`src/rtl/pwm_rs_pkg.sv`:
```
package pwm_rs_pkg;

   // register slot of the shared period value
   localparam int unsigned PRD_SLOT = 0;

   // register slot of a channel's compare value
   function automatic int unsigned cmp_slot(input int unsigned ch);
      return ch + 1;
   endfunction

   // number of register slots used for a channel count
   function automatic int unsigned slots_used(input int unsigned nch);
      return nch + 1;
   endfunction

endpackage

```
`src/rtl/pwm_rs_counter.sv`:
```
module pwm_rs_counter #(
   parameter int unsigned CNT_W = 8
) (
   input  logic             clk,
   input  logic             rst,
   input  logic [CNT_W-1:0] per_act,
   output logic [CNT_W-1:0] cnt_q,
   output logic [CNT_W-1:0] cnt_nxt,
   output logic             wrap_o
);

   assign wrap_o  = (cnt_q == per_act);
   assign cnt_nxt = wrap_o ? '0 : cnt_q + 1'b1;

   always_ff @(posedge clk) begin
      if (rst) cnt_q <= '0;
      else     cnt_q <= cnt_nxt;
   end

endmodule

```
`src/rtl/pwm_rs_shadow.sv`:
```
module pwm_rs_shadow #(
   parameter int unsigned     W       = 8,
   parameter logic [W-1:0]    RST_VAL = '0
) (
   input  logic         clk,
   input  logic         rst,
   input  logic         wr,
   input  logic [W-1:0] wdata,
   input  logic         load,
   output logic [W-1:0] shad_q,
   output logic [W-1:0] act_q
);

   // shadow takes writes at any time; active follows it only at the wrap
   always_ff @(posedge clk) begin
      if (rst) begin
         shad_q <= RST_VAL;
         act_q  <= RST_VAL;
      end else begin
         if (wr)   shad_q <= wdata;
         if (load) act_q  <= shad_q;
      end
   end

endmodule

```
`src/rtl/pwm_rs_channel.sv`:
```
module pwm_rs_channel #(
   parameter int unsigned CNT_W = 8
) (
   input  logic             clk,
   input  logic             rst,
   input  logic             wrap,
   input  logic [CNT_W-1:0] cnt_nxt,
   input  logic [CNT_W-1:0] cmp_act,
   input  logic [CNT_W-1:0] cmp_shad,
   output logic             pwm_q
);

   // set at wrap (unless the incoming compare is zero), clear on match
   always_ff @(posedge clk) begin
      if (rst)                       pwm_q <= 1'b0;
      else if (wrap)                 pwm_q <= (cmp_shad != '0);
      else if (cnt_nxt == cmp_act)   pwm_q <= 1'b0;
   end

endmodule

```
`src/rtl/pwm_rs_timer.sv`:
```
module pwm_rs_timer #(
   parameter int unsigned CNT_W      = 8,
   parameter int unsigned NUM_CH     = 3,
   parameter int unsigned ADDR_W     = 3,
   parameter int unsigned PERIOD_RST = (1 << CNT_W) - 1
) (
   input  logic              clk,
   input  logic              rst,
   input  logic              wr_en,
   input  logic [ADDR_W-1:0] wr_addr,
   input  logic [CNT_W-1:0]  wr_data,
   output logic [NUM_CH-1:0] pwm_o,
   output logic              cycle_end_o
);
   import pwm_rs_pkg::*;

   localparam int unsigned N_SLOTS = slots_used(NUM_CH);
   localparam int unsigned CMP_W   = NUM_CH * CNT_W;

   if (CNT_W < 2 || CNT_W > 16) begin : g_bad_cnt_w
      $error("pwm_rs_timer: CNT_W must be 2..16");
   end
   if (NUM_CH < 1) begin : g_bad_nch
      $error("pwm_rs_timer: NUM_CH must be at least 1");
   end
   if ((1 << ADDR_W) < N_SLOTS) begin : g_bad_addr_w
      $error("pwm_rs_timer: ADDR_W too small for NUM_CH+1 slots");
   end
   if (PERIOD_RST >= (1 << CNT_W)) begin : g_bad_prd
      $error("pwm_rs_timer: PERIOD_RST does not fit CNT_W");
   end

   logic [CNT_W-1:0] cnt_q;
   logic [CNT_W-1:0] cnt_nxt;
   logic [CNT_W-1:0] per_act;
   logic [CNT_W-1:0] per_shad;
   logic             wrap;
   logic             per_wr;
   logic [CMP_W-1:0] cmp_act_flat;

   assign per_wr = wr_en && (wr_addr == ADDR_W'(PRD_SLOT));

   pwm_rs_counter #(.CNT_W(CNT_W)) i_cnt (
      .clk     (clk),
      .rst     (rst),
      .per_act (per_act),
      .cnt_q   (cnt_q),
      .cnt_nxt (cnt_nxt),
      .wrap_o  (wrap)
   );

   pwm_rs_shadow #(.W(CNT_W), .RST_VAL(CNT_W'(PERIOD_RST))) i_prd (
      .clk    (clk),
      .rst    (rst),
      .wr     (per_wr),
      .wdata  (wr_data),
      .load   (wrap),
      .shad_q (per_shad),
      .act_q  (per_act)
   );

   for (genvar ch = 0; ch < NUM_CH; ch++) begin : g_ch
      logic             cmp_wr;
      logic [CNT_W-1:0] cmp_shad;
      logic [CNT_W-1:0] cmp_act;

      assign cmp_wr = wr_en && (wr_addr == ADDR_W'(cmp_slot(ch)));

      pwm_rs_shadow #(.W(CNT_W), .RST_VAL('0)) i_cmp (
         .clk    (clk),
         .rst    (rst),
         .wr     (cmp_wr),
         .wdata  (wr_data),
         .load   (wrap),
         .shad_q (cmp_shad),
         .act_q  (cmp_act)
      );

      pwm_rs_channel #(.CNT_W(CNT_W)) i_chan (
         .clk      (clk),
         .rst      (rst),
         .wrap     (wrap),
         .cnt_nxt  (cnt_nxt),
         .cmp_act  (cmp_act),
         .cmp_shad (cmp_shad),
         .pwm_q    (pwm_o[ch])
      );

      assign cmp_act_flat[ch*CNT_W +: CNT_W] = cmp_act;
   end

   assign cycle_end_o = wrap;

   // per_shad is consumed inside the shadow instance only
   logic unused_shad;
   assign unused_shad = ^per_shad;

endmodule

```
`config.mk`:
```
export PLATFORM = sky130hd
export DESIGN_NAME = pwm_rs_timer
export DESIGN_NICKNAME = d
export VERILOG_FILES = /design/src/rtl/pwm_rs_pkg.sv /design/src/rtl/pwm_rs_counter.sv /design/src/rtl/pwm_rs_shadow.sv /design/src/rtl/pwm_rs_channel.sv /design/src/rtl/pwm_rs_timer.sv
export SDC_FILE = /design/constraint.sdc
export NUM_CORES = 1
export LEC_CHECK = 0
export BUFFER_PORTS_ARGS = -buffer_cell sky130_fd_sc_hd__buf_2
export CORE_MARGIN = 10
export CORE_UTILIZATION = 40
export CTS_BUF_LIST = sky130_fd_sc_hd__clkbuf_4
export DETAILED_ROUTE_END_ITERATION = 16
export HOLD_SLACK_MARGIN = 0.02
export SYNTH_ARGS = -nofsm -noshare
export SYNTH_HDL_FRONTEND = slang
export SYNTH_SLANG_ARGS = --single-unit
```
`constraint.sdc`:
```
create_clock -name clk -period 2.4 [get_ports clk]
set_clock_uncertainty 0.1 [all_clocks]
set_input_delay 0.48 -clock clk [delete_from_list [all_inputs] [get_ports clk]]
set_output_delay 0.48 -clock clk [all_outputs]
set_load 0.01 [all_outputs]
```
# Word level (Yosys, flattened, before mapping)
# Index checks and enable logic that the tools add are counted.
# totals
register_bits,75
latch_bits,0
ram_bits,0
rom_bits,0
out_inout_bits,4
elab_cells,38
n_memories,0
# op_classes
addsub,1
multipliers,0
n_div,0
order_cmp,0
eq_ne,7
n_shift,0
mux,7
n_bitwise,0
n_reduce_logical,11
# op_table
operator,n
$eq 8x8->1,4
$reduce_bool 8->1,3
$add 8x1->8 const B,1
$mux 8,1
$eq 3x2->1 const B,2
$mux 1,6
$reduce_bool 2->1,3
$logic_and 1x1->1,4
$eq 3x1->1 const B,1
$logic_not 3->1,1

# Depth between registers and ports, before layout
# depth
ltp_word,5
mapped_depth,9

# Cells and area by module
# Synthesis repeated with hierarchy kept, for this count alone.
# hier_totals
cells_unflattened,318
hier_area_um2,3349.5
# modules_own_cells
module,instances,cells_each,area_per_inst_um2,seq_area_each_um2
pwm_rs_shadow at g_ch[0].i_cmp ...,3,52,579.3,320.3
pwm_rs_shadow at i_prd,1,52,615.6,320.3
pwm_rs_counter,1,55,518.0,160.2
pwm_rs_channel,3,17,142.6,20.0
pwm_rs_timer,1,4,50.0,0.0

# Worst setup path before layout
# OpenSTA, ideal clock, no wires.
# synth_path
kind,register to register
startpoint,register i_cnt.cnt_q[1]
endpoint,register g_ch[0].i_chan.pwm_q
arrival_time_ns,1.919
required_time_ns,2.173
path_slack_ns,0.254
stages_incl_launch_ff,9
path_buffers,1
cell_sequence,dfxtp_1 -> ha_1 -> buf_6 -> and4_4 -> nand2_2 -> xor2_2 -> nor4b_1 -> nor4_1 -> or3_1
# synth_via
elab_chain_len,4
word_cells_on_any_way,6
# synth_rtl
item,line,rtl
"start, declared",pwm_rs_counter.sv:7,"output logic [CNT_W-1:0] cnt_q,"
"start signal, assigned",pwm_rs_counter.sv:17,else cnt_q <= cnt_nxt;
$add 8x1->8 or $eq 8x8->1 (tied branches),"pwm_rs_counter.sv:13, pwm_rs_counter.sv:12",
$mux 8,pwm_rs_counter.sv:13,assign cnt_nxt = wrap_o ? '0 : cnt_q + 1'b1;
$eq 8x8->1,pwm_rs_channel.sv:17,else if (cnt_nxt == cmp_act) pwm_q <= 1'b0;
$reduce_bool 2->1 (no line),-,
"end signal, assigned",pwm_rs_channel.sv:16,else if (wrap) pwm_q <= (cmp_shad != '0);
"end, declared",pwm_rs_channel.sv:10,output logic pwm_q
# Several ways; a longest one is shown, not always the timed one.
# A chain may end at the register's enable or synchronous reset.

# Worst setup path after layout
# layout_path
startpoint,register i_cnt.cnt_q[0]
endpoint,register g_ch[0].i_chan.pwm_q
# The elaborated chain is that of the path after synthesis.

==> results_dict.tcl <==
set metrics [dict create \
    outcome "completed" \
    use_met2_pct 22.1 \
    grt_pass1_vias 2918 \
    areaGrowthSynthToFinish_pct 10.6 \
    p_seq_share_pct 61.1 \
    synth_commonest_cells "nand2_1 (111), dfxtp_1 (75), a21oi_1 (46)" \
    crit_slowest_cell "or3_1" \
    via_count 3070 \
    hold_class "in2reg" \
    placementRows 34 \
    start_util_pct 41.3 \
    root_buffer "clkbuf_4" \
    core-area_mm2 0.00876 \
    ys_types 45 \
    gp_congestion 0.845 \
    die_x_um 115 \
    fmaxAchievable_ghz 0.425 \
    die-height_um 115 \
    path_delay_family "simple AND/OR/NAND/NOR gates" \
    nets 486 \
    first_iter_violations 158 \
    cp-end-kind "flop" \
    synthTopCellsByArea "dfxtp_1 (41%), nand2_1 (12%), a21oi_1 (6.4%), xor2_1 (4.4%), nand3b_1 (3.1%)" \
    critical_path.max_fanout 7 \
    maxCapViolations 0 \
    cpPeakStageDelay_ns 0.37 \
    cts_buffers 9 \
    clkPwrFrac_pct 31.1 \
    p_int_uw 1530 \
    top_usage_layer "met2" \
    grt_util_met3_pct 2.92 \
    combPwrFrac_pct 7.8 \
    fin_cells 583 \
    crit_required_ns 2.58 \
    ant_nets 0 \
    slew_headroom_pct 58.4 \
    cp_common_cell "nor4_1" \
    irDropWorstVdd_mv 0.447 \
    synthesis.area_mm2 0.00362 \
    yosysWarnings 0 \
    power_switching_uw 559 \
    dp_hpwl_um 6710 \
    power_leakage_uw 0.00146 \
    period_share_pct 98.0 \
    setup_violations 0 \
    h-tree-depth 3 \
    antenna_found_initial 0 \
    use_met1_pct 17.5 \
    synth-simple-area-share_pct 29.2 \
    p_total_uw 2090 \
    worst_slack_ns 0.0492 \
    synth-seq-area-share_pct 41.5 \
    io_pins 18 \
    synth_top_area_share_pct 41.5 \
    drv_slew 0 \
    ys_ff_latch 75 \
    min_period_ns 2.35 \
    synthMuxAreaShare_pct 2.76 \
    yosys.area_share.adder_pct 0.345 \
    synth-compound-area-share_pct 13.6 \
    synth_nets 463 \
    worst_pin_slew_ns 0.623 \
    crit_type "reg2reg" \
    grt-ovfl-total 0 \
    ctsHoldBuffers 0 \
    dp_cells 559 \
    power_density_mw_per_mm2 522 \
    cts_max_path_buffers 2 \
    synth_top_family_by_area "simple AND/OR/NAND/NOR gates" \
    portBuffers 17 \
    num_antenna_cells 0 \
    grt_pass1_wl_um 14600 \
    crit_buf_inv 1 \
    cp_cell_sequence "buf_4 -> ha_1 -> and4_4 -> nand2_2 -> xor2_2 -> nor4_1 -> nor4_1 -> or3_1" \
    grt_use_total_pct 13.6 \
    place_ws_ns 0.153 \
    synth-async-reset-ratio_pct 0 \
    swShare_pct 26.7 \
    vias_per_cell 5.27 \
    grt_max_degree 65 \
    clk_latency_ns 0.40 \
    cp-start-kind "flop" \
    drive_gt1_share_pct 14.7 \
    syn-mean-instance-area_um2 8.09 \
    fp.dieArea_mm2 0.0133 \
    hold_viol 0 \
    synth.most_common_cell "nand2_1" \
    synth.largest_area_cell "dfxtp_1" \
    worstPathArrival_ns 2.53 \
    postRouteWirelength_um 9140 \
    firstDrtPassIters 4 \
    synth_xor_area_share_pct 7.43 \
    utilization_pct 45.7 \
    cts_num_sinks 75 \
    clk_pin_slew_ns 0.13 \
    synthFlopType "dfxtp_1" \
    cts_tree "yes" \
    syn_inst 448 \
    wl_per_cell_um 15.7 \
    drc 0 \
    synth_edf_count 0 \
]
==> state kept, by name, indices dropped and copies added (netlist names) <==
| name | count |
|---|---|
| i_prd.act_q | 8 |
| g_ch.i_cmp.act_q | 24 |
| i_cnt.cnt_q | 8 |
| i_prd.shad_q | 8 |
| g_ch.i_chan.pwm_q | 3 |
| g_ch.i_cmp.shad_q | 24 |
==> logic make-up after synthesis <==
group,Yosys count
flops,75
xor+xnor,29
fa+ha+maj,1
buf+inv,36
simple gates,218
compound gates,79
mux,10
==> power groups by stage <==
stage | Clock [uW] | Sequential (uW) | Combinational (uW)
4_1_cts | 679 | 1280 | 153
2_1_floorplan | 0 | 1300 | 109
3_3_place_gp | 0 | 1310 | 149
6_report | 651 | 1280 | 164
3_5_place_dp | 0 | 1310 | 152
5_1_grt | 733 | 1280 | 180
==> worst paths after layout <==
check / depth (start not counted) / from / end / slack (ns)
max reg2reg: 8 / i_cnt.cnt_q[0] / g_ch[0].i_chan.pwm_q / 0.05
max: 8 / i_cnt.cnt_q[0] / g_ch[0].i_chan.pwm_q / 0.05
min: 2 / wr_data[5] / i_prd.shad_q[5] / 0.25
min reg2reg: 2 / g_ch[0].i_cmp.shad_q[7] / g_ch[0].i_cmp.act_q[7] / 0.38
==> worst register-to-register path, delay by kind of cell (launching register included) <==
family / cells / cell delay [ns]
DFF: 1 / 0.36
adders and majority gates: 1 / 0.29
and+or+nand+nor: 5 / 1.20
buffers and inverters: 1 / 0.10
xor gates and xnor gates: 1 / 0.18
==> layout make-up <==
class | count | area, um^2
clock inverter | 6 | 42.5
sequential | 75 | 1510
multi-input combinational | 337 | 1950
timing repair buffer | 40 | 268
fill | 894 | 4760
tap | 108 | 135
inverter | 8 | 32.5
clock buffer | 9 | 67.6
==> placed cells by master, fill, tap and decap left out, types with 3 or more instances in the layout <==
master,netlist,layout
a31oi_1,6,6
nor2_1,28,28
o21ai_0,3,3
buf_4,5,22
inv_1,7,7
nor3_1,9,9
nor4_1,12,11
clkbuf_4,0,9
xor2_1,18,17
nor2b_1,17,17
dfxtp_1,75,72
nand3b_1,15,15
a32oi_1,5,5
xor2_2,2,3
nand2_1,111,111
a211o_1,10,10
a21oi_1,46,46
buf_2,4,16
mux2i_1,10,10
or3_1,4,4
xnor2_1,9,9
==> through the flow <==
step	hold WS, ns	setup TNS, ns	instance area, um^2
floorplan	0.330	0	3620
global placement	0.362	0	3790
detailed placement	0.363	0	3790
CTS	0.221	0	3910
global route	0.227	-0.216	4010
finish	0.247	0	4010
==> layer usage <==
metal	wire length, um	up-vias
li1	-	1569
met5	0	-
met3	270	12
met4	176	0
met2	4240	61
met1	4450	1428
==> timing repair <==
action / in CTS / in global routing
setup buffers: 0 / 9
pin swaps: 1 / 2
endpoints found under the setup margin: 1 / 3
gates resized for setup: 4 / 6
hold endpoints to repair: 0 / 0
gates cloned: 0 / 0
(Power assumes the default switching activity.)
